===== config.mk =====
export PLATFORM = sky130hd
export DESIGN_NAME = rxdma_writer
export DESIGN_NICKNAME = d
export VERILOG_FILES = /design/src/rtl/rxdma_pkg.sv /design/src/rtl/rxdma_pack.sv /design/src/rtl/rxdma_ctrl.sv /design/src/rtl/rxdma_writer.sv
export SDC_FILE = /design/constraint.sdc
export NUM_CORES = 1
export LEC_CHECK = 0
export BUFFER_PORTS_ARGS = -buffer_cell sky130_fd_sc_hd__clkbuf_2
export CELL_PAD_IN_SITES_DETAIL_PLACEMENT = 1
export CELL_PAD_IN_SITES_GLOBAL_PLACEMENT = 1
export CORE_UTILIZATION = 45
export CTS_BUF_LIST = sky130_fd_sc_hd__clkbuf_4
export DETAILED_ROUTE_END_ITERATION = 6
export PLACE_DENSITY_LB_ADDON = 0.08
export SYNTH_ARGS = -nofsm -noshare
export SYNTH_HDL_FRONTEND = slang
export SYNTH_SLANG_ARGS = --single-unit

===== constraint.sdc =====
create_clock -name clk -period 3.9 [get_ports clk]
set_input_delay 0.39 -clock clk [delete_from_list [all_inputs] [get_ports clk]]
set_output_delay 0.39 -clock clk [all_outputs]
set_load 0.02 [all_outputs]

===== src/rtl/rxdma_pkg.sv =====
package rxdma_pkg;

  localparam int STAT_LEN_W = 16;
  localparam logic [1:0] OWN_ENGINE = 2'b10;
  localparam int CRC_BYTES = 4;

  typedef enum logic [2:0] {
    ST_IDLE,
    ST_RD_STAT,
    ST_RD_BUF,
    ST_RD_LINK,
    ST_CAP_LINK,
    ST_DATA,
    ST_WB
  } rx_state_e;

  // Status word returned to the CPU for a kept frame.
  function automatic logic [31:0] rx_status_word(input logic [STAT_LEN_W-1:0] len,
                                                 input logic long_f,
                                                 input logic int_f);
    logic [31:0] w;
    w         = '0;
    w[20]     = 1'b1;
    w[19]     = long_f;
    w[16]     = int_f;
    w[15:0]   = len + 16'(CRC_BYTES);
    return w;
  endfunction

  function automatic logic engine_owned(input logic [31:0] stat);
    return stat[31:30] == OWN_ENGINE;
  endfunction

  // Merge one byte into a little-endian word at the given lane.
  function automatic logic [31:0] put_byte(input logic [31:0] w,
                                           input logic [7:0] b,
                                           input logic [1:0] lane);
    return w | ({24'b0, b} << {lane, 3'b000});
  endfunction

endpackage


===== src/rtl/rxdma_pack.sv =====
module rxdma_pack
  import rxdma_pkg::*;
#(
  parameter int LEN_W = 16
) (
  input  logic             clk,
  input  logic             rst_n,
  input  logic             clear,
  input  logic             take,
  input  logic [7:0]       byte_in,
  input  logic             last_in,
  input  logic             drain,
  output logic             pend,
  output logic [31:0]      pend_word,
  output logic [LEN_W-3:0] pend_idx,
  output logic             pend_last,
  output logic [LEN_W-1:0] byte_cnt
);

  logic [31:0] acc;
  logic [1:0]  lane;

  assign lane = byte_cnt[1:0];

  always_ff @(posedge clk or negedge rst_n) begin
    if (!rst_n) begin
      acc       <= '0;
      byte_cnt  <= '0;
      pend      <= 1'b0;
      pend_word <= '0;
      pend_idx  <= '0;
      pend_last <= 1'b0;
    end else if (clear) begin
      acc       <= '0;
      byte_cnt  <= '0;
      pend      <= 1'b0;
      pend_last <= 1'b0;
    end else begin
      if (drain) begin
        pend <= 1'b0;
      end
      if (take) begin
        byte_cnt <= byte_cnt + 1'b1;
        if (lane == 2'd3 || last_in) begin
          pend      <= 1'b1;
          pend_word <= put_byte(acc, byte_in, lane);
          pend_idx  <= byte_cnt[LEN_W-1:2];
          pend_last <= last_in;
          acc       <= '0;
        end else begin
          acc <= put_byte(acc, byte_in, lane);
        end
      end
    end
  end

endmodule


===== src/rtl/rxdma_ctrl.sv =====
module rxdma_ctrl
  import rxdma_pkg::*;
#(
  parameter int LEN_W   = 16,
  parameter int MAX_LEN = 1518
) (
  input  logic             clk,
  input  logic             rst_n,
  input  logic             rx_valid,
  output logic             rx_ready,
  output logic             clear,
  output logic             drain,
  input  logic             pend,
  input  logic [31:0]      pend_word,
  input  logic [LEN_W-3:0] pend_idx,
  input  logic             pend_last,
  input  logic [LEN_W-1:0] byte_cnt,
  output logic             mem_req,
  output logic             mem_we,
  output logic [31:0]      mem_addr,
  output logic [31:0]      mem_wdata,
  input  logic [31:0]      mem_rdata,
  input  logic [31:0]      list_base,
  input  logic             list_load,
  output logic [31:0]      cur_desc,
  input  logic             accept_long,
  input  logic             rx_int_en,
  output logic             ev_early,
  output logic             ev_good,
  output logic             ev_rxint,
  output logic             ev_too_long,
  output logic             ev_unavail
);

  localparam logic [LEN_W-1:0] MAX_L = LEN_W'(MAX_LEN);

  rx_state_e        st, nxt;
  logic             own_q;
  logic [31:0]      buf_q;
  logic [31:0]      link_q;
  logic [LEN_W-1:0] word_off;
  logic             store_word;
  logic             is_long;
  logic             keep;

  assign word_off   = {pend_idx, 2'b00};
  assign store_word = own_q && (accept_long || (word_off < MAX_L));
  assign is_long    = byte_cnt > MAX_L;
  assign keep       = own_q && (!is_long || accept_long);
  assign rx_ready   = (st == ST_DATA) && !pend;
  assign clear      = (st == ST_IDLE) && rx_valid;

  always_comb begin
    nxt       = st;
    mem_req   = 1'b0;
    mem_we    = 1'b0;
    mem_addr  = cur_desc;
    mem_wdata = '0;
    drain     = 1'b0;
    case (st)
      ST_IDLE:     if (rx_valid) nxt = ST_RD_STAT;
      ST_RD_STAT: begin
        mem_req = 1'b1;
        nxt     = ST_RD_BUF;
      end
      ST_RD_BUF: begin
        mem_req  = 1'b1;
        mem_addr = cur_desc + 32'd4;
        nxt      = ST_RD_LINK;
      end
      ST_RD_LINK: begin
        mem_req  = 1'b1;
        mem_addr = cur_desc + 32'd12;
        nxt      = ST_CAP_LINK;
      end
      ST_CAP_LINK: nxt = ST_DATA;
      ST_DATA: begin
        if (pend) begin
          drain     = 1'b1;
          mem_req   = store_word;
          mem_we    = store_word;
          mem_addr  = buf_q + 32'(word_off);
          mem_wdata = pend_word;
          if (pend_last) nxt = ST_WB;
        end
      end
      ST_WB: begin
        if (keep) begin
          mem_req   = 1'b1;
          mem_we    = 1'b1;
          mem_addr  = cur_desc;
          mem_wdata = rx_status_word(STAT_LEN_W'(byte_cnt), is_long, rx_int_en);
        end
        nxt = ST_IDLE;
      end
      default: nxt = ST_IDLE;
    endcase
  end

  always_ff @(posedge clk or negedge rst_n) begin
    if (!rst_n) begin
      st          <= ST_IDLE;
      own_q       <= 1'b0;
      buf_q       <= '0;
      link_q      <= '0;
      cur_desc    <= '0;
      ev_early    <= 1'b0;
      ev_good     <= 1'b0;
      ev_rxint    <= 1'b0;
      ev_too_long <= 1'b0;
      ev_unavail  <= 1'b0;
    end else begin
      st          <= nxt;
      ev_early    <= 1'b0;
      ev_good     <= 1'b0;
      ev_rxint    <= 1'b0;
      ev_too_long <= 1'b0;
      ev_unavail  <= 1'b0;
      case (st)
        ST_IDLE:     if (list_load) cur_desc <= list_base;
        ST_RD_BUF:   own_q  <= engine_owned(mem_rdata);
        ST_RD_LINK:  buf_q  <= mem_rdata;
        ST_CAP_LINK: link_q <= mem_rdata;
        ST_DATA:     if (pend && store_word && pend_idx == '0) ev_early <= 1'b1;
        ST_WB: begin
          if (keep) begin
            cur_desc    <= link_q;
            ev_good     <= 1'b1;
            ev_rxint    <= 1'b1;
            ev_too_long <= is_long;
          end else if (!own_q) begin
            ev_unavail  <= 1'b1;
          end else begin
            ev_too_long <= 1'b1;
          end
        end
        default: ;
      endcase
    end
  end

endmodule


===== src/rtl/rxdma_writer.sv =====
module rxdma_writer
  import rxdma_pkg::*;
#(
  parameter int LEN_W   = 16,
  parameter int MAX_LEN = 1518
) (
  input  logic        clk,
  input  logic        rst_n,
  input  logic        rx_valid,
  input  logic [7:0]  rx_data,
  input  logic        rx_last,
  output logic        rx_ready,
  output logic        mem_req,
  output logic        mem_we,
  output logic [31:0] mem_addr,
  output logic [31:0] mem_wdata,
  input  logic [31:0] mem_rdata,
  input  logic [31:0] list_base,
  input  logic        list_load,
  output logic [31:0] cur_desc,
  input  logic        accept_long,
  input  logic        rx_int_en,
  input  logic        poll_demand,
  output logic        ev_early,
  output logic        ev_good,
  output logic        ev_rxint,
  output logic        ev_too_long,
  output logic        ev_unavail
);

  logic             clear, take, drain;
  logic             pend, pend_last;
  logic [31:0]      pend_word;
  logic [LEN_W-3:0] pend_idx;
  logic [LEN_W-1:0] byte_cnt;
  logic             poll_unused;

  // Poll demand is accepted but reception never waits on it.
  assign poll_unused = poll_demand;
  assign take        = rx_valid && rx_ready;

  rxdma_pack #(.LEN_W(LEN_W)) u_pack (
    .clk       (clk),
    .rst_n     (rst_n),
    .clear     (clear),
    .take      (take),
    .byte_in   (rx_data),
    .last_in   (rx_last),
    .drain     (drain),
    .pend      (pend),
    .pend_word (pend_word),
    .pend_idx  (pend_idx),
    .pend_last (pend_last),
    .byte_cnt  (byte_cnt)
  );

  rxdma_ctrl #(.LEN_W(LEN_W), .MAX_LEN(MAX_LEN)) u_ctrl (
    .clk         (clk),
    .rst_n       (rst_n),
    .rx_valid    (rx_valid),
    .rx_ready    (rx_ready),
    .clear       (clear),
    .drain       (drain),
    .pend        (pend),
    .pend_word   (pend_word),
    .pend_idx    (pend_idx),
    .pend_last   (pend_last),
    .byte_cnt    (byte_cnt),
    .mem_req     (mem_req),
    .mem_we      (mem_we),
    .mem_addr    (mem_addr),
    .mem_wdata   (mem_wdata),
    .mem_rdata   (mem_rdata),
    .list_base   (list_base),
    .list_load   (list_load),
    .cur_desc    (cur_desc),
    .accept_long (accept_long),
    .rx_int_en   (rx_int_en),
    .ev_early    (ev_early),
    .ev_good     (ev_good),
    .ev_rxint    (ev_rxint),
    .ev_too_long (ev_too_long),
    .ev_unavail  (ev_unavail)
  );

endmodule


Word-level counts from Yosys, hierarchy flattened
Index checks and enable logic that the tools add are counted.

Register bits after elaboration: 200. Input bits: 80. Output and inout port bits: 104. Logic and storage cells: 99.

Add/sub/neg operators: 5. Magnitude comparators: 2. Eq/ne operators: 13. Shift operators: 1. Muxes and demuxes: 39. Bitwise operators: 2. Reduce and logical (&&, ||, !) cells: 22.

Operators by type and width (count): $mux 32 (7); $pmux 32 s2 (2); $pmux 32 s3 (1); $add 32x16->32 (1); $add 32x3->32 const B (1); $add 32x4->32 const B (1); $mux 16 (2); $or 32x32->32 (1); $shl 8x5->32 (1); $mux 21 (1); $mux 1 (20); $pmux 3 s6 (1); $add 16x1->16 const B (1); $add 16x3->16 const B (1); $gt 16x11->1 const B (1); $lt 16x11->1 const B (1); $logic_not 14->1 (1); $eq 3x3->1 const B (3); $mux 3 (3); $reduce_and 3->1 (3); $ne 2x2->1 const B (4); $logic_and 1x1->1 (7); $eq 3x2->1 const B (2); $reduce_bool 2->1 (3); 11 further kinds (15).

Depth between registers and ports, before layout
Gate-level depths: netlist of run 1.

Depth in word-level cells: 7. Mapped depth: 12. Mapped depth without buffers: 10.

Hierarchy
Synthesis of run 1 repeated with hierarchy kept, for this count alone.

Cell total of the unflattened synthesis: 1136. Area total of the unflattened synthesis: 10939.2 sq um.

By module, submodules not included: rxdma_ctrl (instances 1, cells an instance 748, area each 6890.4 sq um, sequential area each 2602.5 sq um); rxdma_pack (instances 1, cells an instance 387, area each 4042.6 sq um, sequential area each 2402.3 sq um); rxdma_writer (instances 1, cells an instance 1, area each 6.3 sq um, sequential area each 0.0 sq um).

Worst setup path before layout of run 1
No wires, ideal clock.

Path kind: reg-to-output. Start: register u_ctrl.st[1]. End: output mem_addr[31]. Arrival time: 2.928 ns. Required time: 3.510 ns. Slack: 0.582 ns. Stages on the path, launching flop included: 13. Path buffers: 2. Cells stage by stage: dfrtp_1 -> buf_2 -> nor2b_1 -> nand2_1 -> clkbuf_1 -> inv_1 -> ha_1 -> a21oi_1 -> nor3_4 -> nand4_2 -> nor4_2 -> mux2_2 -> o21ai_1.

Cells in the longest elaborated chain, start to end: 2. Elaborated cells on any way between the ends: 4. Those cells by class: eq/ne (3); mux (1).

RTL lines: start, declared (RTL line rxdma_ctrl.sv:37) `rx_state_e st, nxt;`; start signal, assigned (RTL line rxdma_ctrl.sv:113) `st <= nxt;`; $eq 3x3->1 / $eq 3x2->1 (equally long branches) (RTL line rxdma_ctrl.sv:60) `case (st)`; $pmux 32 s3 * (RTL line rxdma_ctrl.sv:60); end, declared (RTL line rxdma_writer.sv:15) `output logic [31:0] mem_addr,`.

Mark *: on every way between the ends. The rest lies on a longest branch, timed or not.

Final worst setup path of run 1
Start: register u_pack.pend_idx[0]. End: output mem_addr[30].

Cells in the longest elaborated chain, start to end: 3.

RTL lines: start, declared (RTL line rxdma_pack.sv:15) `output logic [LEN_W-3:0] pend_idx,`; start signal, assigned (RTL line rxdma_pack.sv:47) `pend_idx <= byte_cnt[LEN_W-1:2];`; $add 32x16->32 (RTL line rxdma_ctrl.sv:82) `mem_addr = buf_q + 32'(word_off);`; $mux 32 (RTL line rxdma_ctrl.sv:78) `if (pend) begin`; $pmux 32 s3 (RTL line rxdma_ctrl.sv:60).

Every way passes these cells.

==> metrics.txt, run 1 <==
# fillers 2768; share of layout cells above drive strength 1 24.48%; setup ws final 0.1154 ns; hold_ws 0.02261 ns; final setup fails 0; Routed Antenna Nets 0; clock-pin transition on the worst setup and hold timing paths 0.17 ns; Mapped Cells 1167; largest net degree at the start of global routing 90; syn_area_per_cell 9.285 um^2; clk sinks 200; Mapped Area 10840 um^2; CTS tree done; setup tns final 0 ns; vias per std cell 5.704; Seq/Total Area, Yosys 46.19%; post-synth top area share 46.19%; DRT iter0 DRCs 560; Synth area leader dfrtp_1; Skew-Pair Late Insertion Delay 0.63 ns; Setup crit end mem_addr[30]; Final min period 3.785 ns; Top Ports 184; worst reg2reg startpoint u_ctrl.st[0]$_DFFE_PN0P_; antenna violations before repair 1; worst-margin pin slew 1.166 ns; Worst Path Max Fanout 13; VDD IR max 0.0002340 V; CTS Root Cell clkbuf_4; Worst Hold Class in -> reg; endpoints failing hold 0; clock buffer depth 2; power per cell area 654.1 nW/um^2; syn_nets 1267; max-slew violations 0; Storage cell area 5006 um^2; Post-Synth Simple-Gate Area 18.53%; vias in the first global route 10110; fin nets 1472; Max Clk Rate 264.2 MHz; wire per inst 20.18 um; relative slew slack 22.06%; die width 157.2 um; outcome finished, final reports clean; dpl hpwl 23880 um; Fin Clk Skew 0.02780 ns; fin crit share 97.04%; Die ar. 24700 um^2; Req. time, crit path 3.51 ns; Static Leak 6.018 nW; Compound-Gate Fraction of Synth Area 17.03%; footprint of the multi-input gates 5478 um^2; Final Instance Area 12910 um^2; Place WS 0.5200 ns; Synth area leaders dfrtp_1 46%, mux2_2 6.4%, nand2_1 6.3%; total power 8.445 mW; area grow syn2layout 19.16%; Yosys reg bits 200; clock buffer count from CTS 17; EDFF count, synth 0; r2r endpoint u_pack.pend_idx[12]$_DFFE_PN0P_; mux contribution to synthesized area 9.122%; gpl congestion 0.8509; Starting Density 46.02%; MaxCap Viol Count 0; DRC Markers 0; DRT Pass-1 Iters 5; post-synthesis cell type count 73; PortBufs 182; worst path arrival time 3.39 ns; first-pass GRT wire length 54450 um; site row count 56; CP Capture Type output pin; Worst Setup Start Kind flop; via count 9726; largest family of logic cells by synthesized area simple AND/OR/NAND/NOR gates; Setup CP Type reg -> out; Worst R2R Path Depth 8; most frequent cell after synthesis dfrtp_1; Synth top cells by count 200 x dfrtp_1, 183 x nand2_1, 104 x nor2_1, 78 x a21oi_1, 75 x o21ai_0; asr flop ratio synth 100.0%; Critical path origin u_pack.pend_idx[0]$_DFFE_PN0P_; # H-tree levels 4; Synth Flop Type dfrtp_1; Yosys warnings 0; R2R Setup Slk 1.13 ns; xor/xnor share of the synthesized area 2.748%; GRT Residual Overflow 0; Area after DPL 11990 um^2; post-synthesis adder-cell area fraction 2.448%; total wire length 34400 um; Die Height 157.2 um; Global Route Usage Sum 28.70%; Core ar. 23540 um^2; RSZ-0062 raised after global routing true
[metal layers]
layer / vias to the layer above / track usage (%) / wire length, um / share of wire (%)
li1: 4580 / - / - / -
met1: 4886 / 35.78 / 14970 / 44
met2: 223 / 51.47 / 17550 / 51
met3: 37 / 3.634 / 1246 / 3.6
met4: 0 / 8.877 / 631 / 1.8
met5: - / 0 / 0 / 0
[where the power goes]
part / total, mW / internal, mW / switching [mW]
registers: 3.50 / 2.78 / 0.720
clock network: 1.13 / 0.288 / 0.841
logic: 3.82 / 1.48 / 2.34
[stage by stage]
stage	cells	utilization [%]
2_1_floorplan	1167	-
3_3_place_gp	1613	50.91
3_5_place_dp	1613	50.91
4_1_cts	1701	54.57
5_1_grt	1705	54.84
6_report	1705	54.84
[how the worst min path moves through the flow]
stage | end | from | depth (start not counted) | slack [ns]
finish | u_ctrl.link_q[1]$_DFFE_PN0P_ | mem_rdata[1] | 2 | 0.02
global placement | u_pack.pend_word[31]$_DFFE_PN0P_ | u_pack.pend_word[31]$_DFFE_PN0P_ | 2 | 0.46
detailed placement | u_pack.pend_word[17]$_DFFE_PN0P_ | u_pack.pend_word[17]$_DFFE_PN0P_ | 2 | 0.46
floorplan | u_ctrl.buf_q[0]$_DFFE_PN0N_ | rst_n | 0 | 0.09
CTS | u_ctrl.link_q[29]$_DFFE_PN0P_ | mem_rdata[29] | 2 | 0.001
global route | u_ctrl.buf_q[1]$_DFFE_PN0N_ | mem_rdata[1] | 2 | 0.003
[sequential cells by signal, indices dropped and copies added (netlist names)]
name                cells
u_ctrl.buf_q           32
u_ctrl.cur_desc        32
u_ctrl.ev_early         1
u_ctrl.ev_good          1
u_ctrl.ev_too_long      1
u_ctrl.ev_unavail       1
u_ctrl.link_q          32
u_ctrl.own_q            1
u_ctrl.st               3
u_pack.acc             32
u_pack.byte_cnt        16
u_pack.pend             1
u_pack.pend_idx        14
u_pack.pend_last        1
u_pack.pend_word       32
[area by class of cell]
class	count	area share, %
diodes	1	0.01938
inverters	22	0.6396
flip-flops and latches	200	38.77
multi-input cells	871	42.43
clock inverters	15	1.221
clock buffers	17	0.9885
repair buffers	260	12.84
well taps	319	3.091
[cell families after synthesis]
logic type | count (synthesis)
AOI/OAI and AO/OA | 298
xor gates and xnor gates | 34
adders and majority gates | 20
buffers and inverters | 96
DFF | 200
muxes | 84
and+or+nand+nor | 435
[worst max-delay path: stages (launching register included)]
cell      delay [ns]
dfrtp_2         0.45
ha_1            0.22
inv_1           0.07
fa_1            0.40
nor2b_1         0.16
o211ai_1        0.18
a31oi_4         0.28
a21oi_4         0.18
or4_1           0.53
nand3_1         0.13
clkbuf_2        0.19
[cells in the final DEF, fill, tap and decap left out, types with 4 or more instances in the layout]
cell type,n
o21a_1,5
buf_4,21
dlygate4sd3_1,56
mux2_4,14
xnor2_1,16
o221ai_1,9
and3_1,27
and4_1,6
a21oi_1,76
nand2b_1,6
o41a_1,4
inv_6,5
clkbuf_4,17
nor3_1,17
nor2b_1,5
mux2_2,62
a31oi_1,57
ha_1,18
and2_1,9
o21ai_0,75
nand3_1,35
o21ai_1,7
o211ai_1,14
nor2_1,102
clkbuf_2,181
clkinv_8,4
nand4_1,10
dfrtp_1,199
or3_1,9
xor2_1,18
nand2_1,183
mux2i_1,8
a22o_1,4
inv_1,21
[timing repair]
action,CTS,global route
hold endpoints to repair,156,0
pin swaps,1,1
gates resized for setup,4,9
setup buffers,0,3
hold buffers,56,0
endpoints found under the setup margin,7,17
(Power assumes the default switching activity.)
==> run 2: changes to the inputs <==
--- a/config.mk
+++ b/config.mk
@@ -12,6 +12,8 @@
 export CTS_BUF_LIST = sky130_fd_sc_hd__clkbuf_4
 export DETAILED_ROUTE_END_ITERATION = 6
 export PLACE_DENSITY_LB_ADDON = 0.08
+export RECOVER_POWER = 100
+export SLEW_MARGIN = 20
 export SYNTH_ARGS = -nofsm -noshare
 export SYNTH_HDL_FRONTEND = slang
 export SYNTH_SLANG_ARGS = --single-unit
==> run 2 against run 1 <==
  * The flow now finishes with violations (capacitance limit, slew limit)
  * Maximum frequency increased by 0.16%
  * Final cell count barely moved
  * Count of clock-buffer cells in the layout did not move
  * Die area is the same
  * Sequential share of layout area increased by 0.25 points
  * First-iteration DRC count increased by 3.0%
  * Sequential power about the same
  * Register-to-register slack worse by 0.77 ns
  * Total power fell by 0.46%
  * Wire length is 0.10% higher
  * Clock skew up 0.0023 ns
  * Critical path type unchanged
  * Critical endpoint unchanged
  * Largest cell class unchanged
  * Highest routed layer unchanged
==> metrics.txt, run 2 (synthesized netlist as in run 1, its figures left out) <==
MaxCap Viol Count 4 (+4); Skew-Pair Late Insertion Delay 0.63 ns (about the same); Area after DPL 11990 um^2 (unchanged); Setup CP Type reg -> out; clock buffer depth 2 (unchanged); grt met1 use 35.78% (unchanged); Static Leak 5.895 nW (-2.0%); commonest cells after routing, fill and taps aside 199 x dfrtp_1, 183 x nand2_1, 146 x clkbuf_2; gpl congestion 0.8509 (unchanged); Die ar. 24700 um^2 (unchanged); leading cell type in the layout, fill and taps excluded dfrtp_1; Worst Hold Class in -> reg; via count 9748 (+0.23%); Final Instance Area 12830 um^2 (-0.63%); Crit-path slowest cell or4_1; Most Used Layer, Global Route met2; cells along the critical path ha_1 > inv_1 > fa_1 > nor2b_1 > o211ai_1 > a31oi_4 > a21oi_4 > or4_1 > nand3_1 > clkbuf_2; Top Ports 184 (unchanged); setup tns final 0 ns (unchanged); failing checks capacitance limit, slew limit; Starting Density 46.02% (unchanged); fin nets 1473 (+0.068%); RSZ-0062 raised after global routing true; setup ws final 0.1215 ns (+0.006128 ns); DRT Pass-1 Iters 5 (unchanged); die width 157.2 um (unchanged); site row count 56 (unchanged); Final min period 3.778 ns (-0.006128 ns); R2R Setup Slk 0.36 ns (-0.77 ns); fin crit share 96.88% (-0.16 points); wire per inst 20.18 um (about the same); met3 Usage GRT 3.634% (unchanged); CP delay by family, top simple AND/OR/NAND/NOR gates; Global Route met2 Usage 51.47% (unchanged); PortBufs 182 (unchanged); Global Route Usage Sum 28.70% (unchanged); Worst path max stage delay 0.53 ns (about the same); GRT Residual Overflow 0 (unchanged); clock buffer count from CTS 17 (unchanged); Die Height 157.2 um (unchanged); Fin Clk Skew 0.03010 ns (+0.002305 ns); Worst Path Max Fanout 13 (unchanged); vias in the first global route 10110 (unchanged); clock-pin transition on the worst setup and hold timing paths 0.18 ns (about the same); largest net degree at the start of global routing 90 (unchanged); share of layout cells above drive strength 1 21.50% (-3.0 points); final setup fails 0 (unchanged); vias per std cell 5.714 (+0.17%); Max Clk Rate 264.7 MHz (+0.16%); first-pass GRT wire length 54450 um (unchanged); # fillers 2794 (+0.94%); CTS tree done; DRT iter0 DRCs 577 (+3.0%); outcome complete, but fails checks; Worst Setup Start Kind flop; area grow syn2layout 18.41%; dpl hpwl 23880 um (unchanged); power per cell area 655.2 nW/um^2 (+0.17%); CTS Root Cell clkbuf_4; DRC Markers 0 (unchanged); Routed Antenna Nets 0 (unchanged); max-slew violations 173 (+173); worst path arrival time 3.39 ns (about the same); CP bufs+invs 2 (unchanged); total wire length 34440 um (+0.10%); Req. time, crit path 3.51 ns (about the same); # H-tree levels 4 (unchanged); Final Util 54.50% (-0.35 points); endpoints failing hold 0 (unchanged); worst-margin pin slew 2.449 ns (+1.282 ns); VDD IR max 0.0002340 V (about the same); Place WS 0.5200 ns (unchanged); relative slew slack -63.25% (-85 points); clk sinks 200 (unchanged); CP Capture Type output pin; Core ar. 23540 um^2 (unchanged); antenna violations before repair 1 (unchanged)
## run 2: final cells by class
type                    instances  area (um^2)  area share, %
multi-input cells             871         5470          42.64
flip-flops and latches        200         5006          39.02
repair buffers                261         1584          12.35
well taps                     319        399.1          3.111
clock inverters                15        157.7          1.229
clock buffers                  17        127.6         0.9947
inverters                      22        82.58         0.6437
diodes                          1        2.502        0.01950
## run 2: metrics by stage
step	hold WS (ns)	total power, mW	std cells
after floorplan	0.09441	5.924	1167
after global placement	0.4587	7.104	1613
final	0.01737	8.406	1706
after global routing	0.003194	8.974	1706
after detailed placement	0.4643	7.260	1613
after CTS	0.0009598	8.427	1701
## run 2: worst paths after layout
check	start	end	cells after the start
setup / recovery	u_pack.pend_idx[0]$_DFFE_PN0P_	mem_addr[30]	10
hold / removal	mem_rdata[1]	u_ctrl.link_q[1]$_DFFE_PN0P_	2
setup reg to reg	u_ctrl.st[1]$_DFFE_PN0P_	u_ctrl.link_q[22]$_DFFE_PN0P_	5
hold reg to reg	u_pack.pend_word[29]$_DFFE_PN0P_	u_pack.pend_word[29]$_DFFE_PN0P_	2
max in group asynchronous	rst_n	u_pack.pend_word[27]$_DFFE_PN0P_	3
min in group asynchronous	rst_n	u_ctrl.cur_desc[5]$_DFFE_PN0P_	2
## run 2: routing by layer
metal | vias up | part of all wire, %
li1 | 4584 | -
met1 | 4904 | 43
met2 | 225 | 51
met3 | 35 | 3.8
met4 | 0 | 1.7
met5 | - | 0
## run 2: timing repair
item | in CTS | in global routing
hold buffers | 56 | 0
endpoints found under the setup margin | 7 | 17
buffers inserted | 0 | 3
pin swaps | 1 | 1
gates resized for setup | 4 | 9
endpoints found under the hold margin | 156 | 0
## run 2: worst reg2reg max path, stage by stage, from the launching register on
cell	delay (ns)
dfrtp_1	0.41
clkbuf_1	0.23
nand2b_1	0.23
nor2_1	1.13
clkbuf_1	0.99
mux2_2	0.44
## run 2: power by group
part           internal (mW)  switching (mW)
clock                  0.288           0.841
combinational           1.44            2.34
sequential              2.78           0.719
total                   4.51            3.90
==> run 3: changes to the inputs <==
--- a/config.mk
+++ b/config.mk
@@ -11,7 +11,7 @@
 export CORE_UTILIZATION = 45
 export CTS_BUF_LIST = sky130_fd_sc_hd__clkbuf_4
 export DETAILED_ROUTE_END_ITERATION = 6
-export PLACE_DENSITY_LB_ADDON = 0.08
+export PLACE_DENSITY_LB_ADDON = 0.1
 export RECOVER_POWER = 100
 export SLEW_MARGIN = 20
 export SYNTH_ARGS = -nofsm -noshare
==> run 3 against run 2 <==
  * The flow still finishes with violations (capacitance limit, slew limit)
  * Clock skew decreased by 0.010 ns
  * Count of clock-buffer cells in the layout unchanged
  * Worst hold slack improved by 0.013 ns
  * Utilization grew 0.13 points
  * Via count is 0.32% higher
  * Combinational power is essentially flat
  * Total power grew 1.0%
  * Non-clock buffer count is 1 lower
  * Clock power is 6% higher
  * Final cell count hardly changed
  * Register-to-register slack gained 0.42 ns
  * Critical path type unchanged
==> metrics.txt, run 3 (synthesized netlist as in run 1, its figures left out) <==
wire per inst 20.07 um (-0.55%); Starting Density 46.02% (unchanged); site row count 56 (unchanged); share of layout cells above drive strength 1 22.53% (+1.0 points); Storage cell area 5006 um^2 (unchanged); max-slew violations 174 (+0.58%); WHS Endpoint u_ctrl.own_q$_DFFE_PN0P_; failing checks capacitance limit, slew limit; clock buffer count from CTS 17 (unchanged); final setup fails 0 (unchanged); Die ar. 24700 um^2 (unchanged); clk sinks 200 (unchanged); Final Instance Area 12860 um^2 (+0.24%); Global Route Usage Sum 28.35% (-0.35 points); worst reg2reg startpoint u_ctrl.st[1]$_DFFE_PN0P_; Area after DPL 12010 um^2 (+0.23%); cells along the critical path ha_1 > a21oi_1 > o21ai_1 > a41oi_1 > o221ai_1 > o31a_1 > nand2_1 > clkbuf_2; hold_sp mem_rdata[31]; clock buffer depth 2 (unchanged); RSZ-0062 raised after global routing true; die width 157.2 um (unchanged); worst-margin pin slew 2.560 ns (+0.1115 ns); r2r endpoint u_ctrl.cur_desc[20]$_DFFE_PN0P_; outcome complete, but fails checks; CTS tree done; Fin Clk Skew 0.01998 ns (-0.01012 ns); Core ar. 23540 um^2 (unchanged); fin nets 1472 (-0.068%); vias per std cell 5.735 (+0.38%); total power 8.495 mW (+1.0%); # fillers 2853 (+2.1%); commonest cells after routing, fill and taps aside 199 x dfrtp_1, 183 x nand2_1, 158 x clkbuf_2; largest net degree at the start of global routing 94 (+4.4%); Top Ports 184 (unchanged); Worst path max stage delay 0.49 ns (-0.04 ns); Final Util 54.63% (+0.13 points); power per cell area 660.5 nW/um^2 (+0.80%); Worst R2R Path Depth 5 (unchanged); leading cell type in the layout, fill and taps excluded dfrtp_1; Worst Path Max Fanout 5 (-8); Static Leak 5.959 nW (+1.1%); fin crit share 97.39% (+0.50 points); setup tns final 0 ns (unchanged); first-pass GRT wire length 54100 um (-0.64%); relative slew slack -70.68% (-7.4 points); total wire length 34230 um (-0.61%); Worst Hold Class in -> reg; CP Capture Type output pin; Crit-path slowest cell dfrtp_1; vias in the first global route 10080 (-0.33%); Skew-Pair Late Insertion Delay 0.62 ns (about the same); via count 9779 (+0.32%); MaxCap Viol Count 4 (unchanged); endpoints failing hold 0 (unchanged); antenna violations before repair 1 (unchanged); area grow syn2layout 18.70%; # H-tree levels 4 (unchanged); dpl hpwl 23830 um (-0.20%); DRT Pass-1 Iters 5 (unchanged); DRC Markers 0 (unchanged); Req. time, crit path 3.51 ns (about the same); Final min period 3.798 ns (+0.01959 ns); GRT Residual Overflow 0 (unchanged); VDD IR max 0.0002668 V (+14%); Die Height 157.2 um (unchanged); Worst Setup Start Kind flop; Routed Antenna Nets 0 (unchanged); CTS Root Cell clkbuf_4; clock-pin transition on the worst setup and hold timing paths 0.18 ns (about the same); DRT iter0 DRCs 631 (+9.4%); gpl congestion 0.8418 (-1.1%); PortBufs 182 (unchanged); Max Clk Rate 263.3 MHz (-0.52%); footprint of the multi-input gates 5440 um^2 (-0.55%); R2R Setup Slk 0.78 ns (+0.42 ns); worst path arrival time 3.41 ns (+0.02 ns); Setup CP Type reg -> out; worst hold path cell count 3 (+1)
## run 3: area by class of cell
| cell class | instances | area share, % |
|---|---|---|
| Multi-Input combinational cell | 871 | 42.30 |
| Sequential cell | 200 | 38.92 |
| Timing Repair Buffer | 260 | 12.61 |
| Tap cell | 319 | 3.103 |
| Clock inverter | 15 | 1.411 |
| Clock buffer | 17 | 0.9923 |
| Inverter | 22 | 0.6421 |
| Antenna cell | 1 | 0.01946 |
## run 3: timing repair
item | CTS | global route
hold buffers | 53 | 0
endpoints found under the setup margin | 6 | 20
hold endpoints to repair | 161 | 0
pin swaps | 0 | 2
setup buffers | 0 | 3
resized for setup | 4 | 6
## run 3: worst max-delay path, delay by kind of cell (launching register included)
| family | cells | cell delay (ns) |
|---|---|---|
| compound gates | 5 | 1.68 |
| fa+ha+maj | 1 | 0.38 |
| buf+inv | 1 | 0.18 |
| flops | 1 | 0.49 |
| simple gates | 1 | 0.06 |
## run 3: per-layer routing
layer	GRT usage, %	wire, um
met1	35.91	14770
met2	50.42	17580
met3	3.414	1188
met4	8.507	685
met5	0	0
## run 3: worst max-delay path by stage
| stage | start | end | slack (ns) | cells past startpoint |
|---|---|---|---|---|
| finish | u_pack.pend_idx[4]$_DFFE_PN0P_ | mem_addr[15] | 0.10 | 8 |
| global route | rst_n | u_pack.pend_word[26]$_DFFE_PN0P_ | -0.05 | 3 |
| CTS | u_pack.pend_idx[0]$_DFFE_PN0P_ | mem_addr[30] | 0.003 | 10 |
| detailed placement | u_ctrl.st[2]$_DFFE_PN0P_ | mem_addr[22] | 0.54 | 10 |
| global placement | u_ctrl.st[2]$_DFFE_PN0P_ | mem_addr[22] | 0.61 | 10 |
| floorplan | u_ctrl.st[1]$_DFFE_PN0P_ | mem_addr[31] | 0.58 | 12 |
## run 3: report_power, final
| group | switching [mW] | internal [mW] | total, mW |
|---|---|---|---|
| registers | 0.723 | 2.78 | 3.50 |
| clock network | 0.847 | 0.357 | 1.20 |
| logic | 2.32 | 1.46 | 3.79 |
| total | 3.89 | 4.60 | 8.49 |
## run 3: per-stage QoR
step                      std cells  hold WS [ns]  setup slack (ns)
after global placement         1615        0.4592            0.6131
after CTS                      1700     0.0008635          0.002574
final                          1705       0.03059            0.1020
after detailed placement       1615        0.4652            0.5392
after global routing           1705      0.003402          -0.05301
after floorplan                1167       0.09441            0.5818
